**config.mk**
```make
export PLATFORM = sky130hd
export DESIGN_NAME = knob_avg_deadband
export DESIGN_NICKNAME = d
export VERILOG_FILES = /design/src/rtl/knob_avg_pkg.sv /design/src/rtl/knob_avg_window.sv /design/src/rtl/knob_target_filter.sv /design/src/rtl/knob_avg_deadband.sv
export SDC_FILE = /design/constraint.sdc
export NUM_CORES = 1
export LEC_CHECK = 0
export CORE_MARGIN = 1.5
export CORE_UTILIZATION = 55
export CTS_CLUSTER_SIZE = 8
export DETAILED_ROUTE_END_ITERATION = 8
export GPL_TIMING_DRIVEN = 0
export PLACE_DENSITY = 0.74
export SLEW_MARGIN = 20
export SYNTH_ARGS = -nofsm -noshare
export SYNTH_HDL_FRONTEND = slang
export SYNTH_SLANG_ARGS = --single-unit
```
**constraint.sdc**
```tcl
create_clock -name clk -period 7 [get_ports clk]
set_input_delay 2.1 -clock clk [delete_from_list [all_inputs] [get_ports clk]]
set_output_delay 2.1 -clock clk [all_outputs]
set_load 0.05 [all_outputs]
```
**src/rtl/knob_avg_pkg.sv**
```systemverilog
package knob_avg_pkg;

    localparam int unsigned SAMPLE_W_DEF = 10;
    localparam int unsigned WIN_LOG2_DEF = 8;
    localparam int unsigned DROP_DEF     = 2;
    localparam int unsigned ALIGN_DEF    = 2;

    // Result of the per-window evaluation
    typedef struct packed {
        logic under_floor;
        logic past_band;
    } judge_t;

    function automatic logic [31:0] abs_gap(input logic [31:0] a, input logic [31:0] b);
        return (a >= b) ? (a - b) : (b - a);
    endfunction

    function automatic logic [31:0] lift_to(input logic [31:0] v, input logic [31:0] floor_v);
        return (v < floor_v) ? floor_v : v;
    endfunction

endpackage

```
**src/rtl/knob_avg_window.sv**
```systemverilog
module knob_avg_window
    import knob_avg_pkg::*;
#(
    parameter int unsigned SAMPLE_W = SAMPLE_W_DEF,
    parameter int unsigned WIN_LOG2 = WIN_LOG2_DEF,
    parameter int unsigned DROP     = DROP_DEF,
    localparam int unsigned ACC_W   = SAMPLE_W + WIN_LOG2,
    localparam int unsigned AVG_W   = ACC_W - DROP
) (
    input  logic                clk,
    input  logic                rst,
    input  logic                vld_i,
    input  logic [SAMPLE_W-1:0] val_i,
    output logic                done_o,
    output logic [AVG_W-1:0]    avg_o
);

    logic [ACC_W-1:0]    acc_q;
    logic [WIN_LOG2-1:0] cnt_q;
    logic [ACC_W-1:0]    sum_nx;
    logic                last_w;

    assign sum_nx = acc_q + ACC_W'(val_i);
    assign last_w = &cnt_q;

    always_ff @(posedge clk) begin
        if (rst) begin
            acc_q  <= '0;
            cnt_q  <= '0;
            done_o <= 1'b0;
            avg_o  <= '0;
        end else begin
            done_o <= 1'b0;
            if (vld_i) begin
                cnt_q <= cnt_q + 1'b1;
                if (last_w) begin
                    acc_q  <= '0;
                    done_o <= 1'b1;
                    avg_o  <= sum_nx[ACC_W-1:DROP];
                end else begin
                    acc_q  <= sum_nx;
                end
            end
        end
    end

endmodule

```
**src/rtl/knob_target_filter.sv**
```systemverilog
module knob_target_filter
    import knob_avg_pkg::*;
#(
    parameter int unsigned          AVG_W = 16,
    parameter int unsigned          ALIGN = ALIGN_DEF,
    parameter logic [AVG_W-1:0]     FLOOR = 16'h0100,
    parameter logic [AVG_W-1:0]     BAND  = 16'h0040
) (
    input  logic             clk,
    input  logic             rst,
    input  logic             done_i,
    input  logic [AVG_W-1:0] avg_i,
    output logic [AVG_W-1:0] target_o,
    output logic             chg_o
);

    logic [AVG_W-1:0] lifted;
    logic [AVG_W-1:0] gap;
    logic [AVG_W-1:0] snapped;
    judge_t           jd;

    assign lifted         = AVG_W'(lift_to(32'(avg_i), 32'(FLOOR)));
    assign gap            = AVG_W'(abs_gap(32'(lifted), 32'(target_o)));
    assign jd.under_floor = (avg_i < FLOOR);
    assign jd.past_band   = (gap >= BAND);

    generate
        if (ALIGN == 0) begin : g_noalign
            assign snapped = lifted;
        end else begin : g_align
            assign snapped = {lifted[AVG_W-1:ALIGN], {ALIGN{1'b0}}};
        end
    endgenerate

    always_ff @(posedge clk) begin
        if (rst) begin
            target_o <= FLOOR;
            chg_o    <= 1'b0;
        end else begin
            chg_o <= 1'b0;
            if (done_i && jd.past_band) begin
                target_o <= snapped;
                chg_o    <= 1'b1;
            end
        end
    end

endmodule

```
**src/rtl/knob_avg_deadband.sv**
```systemverilog
module knob_avg_deadband
    import knob_avg_pkg::*;
#(
    parameter int unsigned SAMPLE_W = SAMPLE_W_DEF,
    parameter int unsigned WIN_LOG2 = WIN_LOG2_DEF,
    parameter int unsigned DROP     = DROP_DEF,
    parameter int unsigned ALIGN    = ALIGN_DEF,
    localparam int unsigned AVG_W   = SAMPLE_W + WIN_LOG2 - DROP,
    parameter logic [AVG_W-1:0] FLOOR = 16'h0100,
    parameter logic [AVG_W-1:0] BAND  = 16'h0040
) (
    input  logic                clk,
    input  logic                rst,
    input  logic                smp_vld_i,
    input  logic [SAMPLE_W-1:0] smp_val_i,
    output logic [AVG_W-1:0]    target_o,
    output logic                target_chg_o
);

    logic             win_done;
    logic [AVG_W-1:0] win_avg;

    knob_avg_window #(
        .SAMPLE_W (SAMPLE_W),
        .WIN_LOG2 (WIN_LOG2),
        .DROP     (DROP)
    ) win_i (
        .clk    (clk),
        .rst    (rst),
        .vld_i  (smp_vld_i),
        .val_i  (smp_val_i),
        .done_o (win_done),
        .avg_o  (win_avg)
    );

    knob_target_filter #(
        .AVG_W (AVG_W),
        .ALIGN (ALIGN),
        .FLOOR (FLOOR),
        .BAND  (BAND)
    ) flt_i (
        .clk      (clk),
        .rst      (rst),
        .done_i   (win_done),
        .avg_i    (win_avg),
        .target_o (target_o),
        .chg_o    (target_chg_o)
    );

endmodule

```
==> impl_metrics.json <==
{
  "status": "finished clean",
  "clockBufferDepth": 2,
  "power_frac_comb_pct": 12.7,
  "path_cells": "nor4_4 > nand2_1 > nand2_1 > ha_1 > inv_1 > fa_1 > a211oi_1 > o21ai_1 > a2bb2oi_1 > o21ai_1 > buf_4 > or3_1 > a22oi_1 > o2111ai_1 > o41a_1 > buf_6 > mux2_4",
  "grt_max_degree": 12,
  "synth_common_cells": "nor2_1 (64), dfxtp_1 (58), nand2_1 (52)",
  "power_w": 0.000788,
  "wl_met1_um": 4980,
  "min_period_ps": 4880,
  "critical_path.top_delay_family": "compound AO/OA/AOI/OAI gates",
  "synth_area_leaders": "dfxtp_1 (26%), ha_1 (11%), nor2_1 (5.5%)",
  "clkSinkCount": 58,
  "drtIter0Drc": 151,
  "worstSkewPairLatency_ps": 350,
  "drive_gt1_share_pct": 6.26,
  "internal-power_w": 0.000580,
  "fin_tns_setup_ps": 0,
  "crit_buf_inv": 3,
  "synth_top_area_share_pct": 26.5,
  "yosysMostFrequentCell": "nor2_1",
  "cts_buffers": 9,
  "drc_errors": 0,
  "power.share.clock_pct": 43.6,
  "drt-total-wl_um": 10700,
  "final_antenna_net_count": 0,
  "cts.clk_slew.worst_paths_ps": 70,
  "synth_edf_count": 0,
  "fmax_mhz": 205,
  "cp_data_required_time_ps": 7230,
  "path_max_fanout": 10,
  "max_stage_delay_ps": 510,
  "die_w_um": 92.3,
  "slew-limit-headroom_pct": 38.6,
  "switching_share_pct": 26.4,
  "htree_levels": 3,
  "switchingPower_w": 0.000208,
  "hold_viol_final": 0,
  "synth_cells": 563,
  "ys_async_sr_fraction_pct": 0,
  "antenna_found_initial": 0,
  "wl_per_cell_um": 15.0,
  "fin_crit_sh_pct": 69.7,
  "grt_overflow_total": 0,
  "wl_met3_um": 370,
  "worst_hold_slack_ps": 457,
  "maxCapViolCount": 0,
  "final_nets": 655,
  "yosysSeqAreaShare_pct": 26.5,
  "hold_start": "win_i.avg_o[7]",
  "highest_layer": "met4",
  "path_class": "flip-flop to flip-flop",
  "powerDensity_nw_per_um2": 157,
  "start_kind": "flip-flop",
  "synth.avg_cell_area_um2": 7.79,
  "start_util_pct": 56.7,
  "dp_worst_setup_slack_ps": 1830,
  "crit_start": "win_i.avg_o[11]",
  "timing.final.ws_setup_ps": 2120,
  "crit_arrival_ps": 5110,
  "nFillCells": 665,
  "netlist_area_um2": 4380,
  "end_kind": "flip-flop",
  "die_area_um2": 8520,
  "yosysWarnings": 0,
  "routabilityCongestion": 0.913,
  "ctsResizeCount": 0,
  "power_frac_seq_pct": 43.7,
  "skew_ps": 12.8,
  "tightestPinTransition_ps": 914,
  "grt_first_pass_wirelength_um": 18300,
  "cts_setup_buffers": 0,
  "vias_per_cell": 5.74,
  "rr_startpoint": "win_i.avg_o[11]",
  "tritoncts": "built",
  "n_antenna_cell": 0,
  "met2_length_um": 5120,
  "synth-main-ff-cell": "dfxtp_1",
  "crit_slowest_cell": "o41a_1",
  "synth-seq-cells": 58,
  "slew_violations": 0,
  "io_pins": 30,
  "placementRows": 32,
  "rsz0062_at_grt": "false",
  "hpwl_um": 8230,
  "globalRouteTotalUtil_pct": 26.6,
  "peakVddDrop_mv": 0.116,
  "leakage_nw": 2.01,
  "dr_total_vias": 4070,
  "setup_viol": 0,
  "die_h_um": 92.3,
  "hold_buffers": 0,
  "firstDrtPassIters": 5,
  "syn2layout_area_growth_pct": 14.2,
  "core-area_um2": 7730,
  "ys_types": 65,
  "first_global_vias": 3922,
  "clock-root-buffer": "clkbuf_8",
  "yosysTopAreaCell": "dfxtp_1",
  "portBuffers": 27,
  "hold_class": "flip-flop to flip-flop"
}
-- power groups by stage --
stage	clock network [W]	registers, W	logic, W
floorplan	0	0.000350	0.0000721
finish	0.000344	0.000344	0.0000998
global route	0.000361	0.000345	0.000112
detailed placement	0	0.000352	0.0000977
CTS	0.000347	0.000344	0.0000994
global placement	0	0.000351	0.0000964
-- metal layers --
metal	global-route usage, %	vias up
li1	-	2059
met1	34.5	1901
met2	45.4	92
met3	2.32	18
met4	10.6	0
met5	0	-
-- through the flow --
step / cell area (um^2) / std cells / utilization (%)
final: 5000 / 709 / 64.8
after global routing: 5000 / 709 / 64.8
after detailed placement: 4790 / 693 / 61.9
after global placement: 4790 / 693 / 61.9
after floorplan: 4390 / 564 / -
after CTS: 5000 / 709 / 64.8
-- flip-flops by register name, indices dropped and copies added (netlist names) --
signal	count
flt_i.chg_o	1
flt_i.target_o	14
win_i.acc_q	18
win_i.avg_o	16
win_i.cnt_q	8
win_i.done_o	1
-- worst reg2reg max path, stage by stage, from the launching register on --
cell and delay, ps:
dfxtp_1 370, nor4_4 430, nand2_1 210, nand2_1 180, ha_1 180, inv_1 50
fa_1 390, a211oi_1 300, o21ai_1 140, a2bb2oi_1 350, o21ai_1 200, buf_4 210
or3_1 400, a22oi_1 150, o2111ai_1 200, o41a_1 510, buf_6 200, mux2_4 300
-- cells in the final DEF, fill, tap and decap left out, types with 6 or more instances in the layout --
master,instances
a211oi_1,9
a21o_1,7
a21oi_1,41
a22oi_1,9
a31oi_1,8
clkbuf_1,24
clkbuf_8,9
clkdlybuf4s50_1,27
dfxtp_1,58
ha_1,38
inv_1,41
mux2i_1,11
nand2_1,52
nand2b_1,17
nand3_1,10
nand4_1,7
nor2_1,64
nor3_1,10
o211ai_1,9
o21a_1,6
o21ai_0,23
or3_1,9
xnor2_1,14
xor2_1,8
-- cell type report --
class	instances	area (um^2)	area share, %
clock buffers	10	128	2.55
clock inverters	6	91.3	1.83
repair buffers	27	270	5.40
well taps	102	128	2.55
multi-input cells	431	2920	58.3
plain buffers	33	149	2.98
flip-flops and latches	58	1160	23.2
inverters	42	158	3.15
-- worst paths after layout --
path	slack (ps)	cells after the start	to
min	460	2	win_i.avg_o[7]
min reg2reg	460	2	win_i.avg_o[7]
max reg2reg	2120	17	flt_i.target_o[7]
max	2120	17	flt_i.target_o[7]
-- kinds of logic after synthesis --
| logic type | Yosys count | synth area share, % |
|---|---|---|
| AO/OA/AOI/OAI | 153 | 23.7 |
| XOR/XNOR | 22 | 4.40 |
| adder cells (fa/ha/maj) | 40 | 11.8 |
| buffers and inverters | 75 | 6.99 |
| flip-flops | 58 | 26.5 |
| multiplexers | 20 | 5.17 |
| other | 1 | 0.0855 |
| AND/OR/NAND/NOR | 194 | 21.4 |
(Power assumes the default switching activity.)
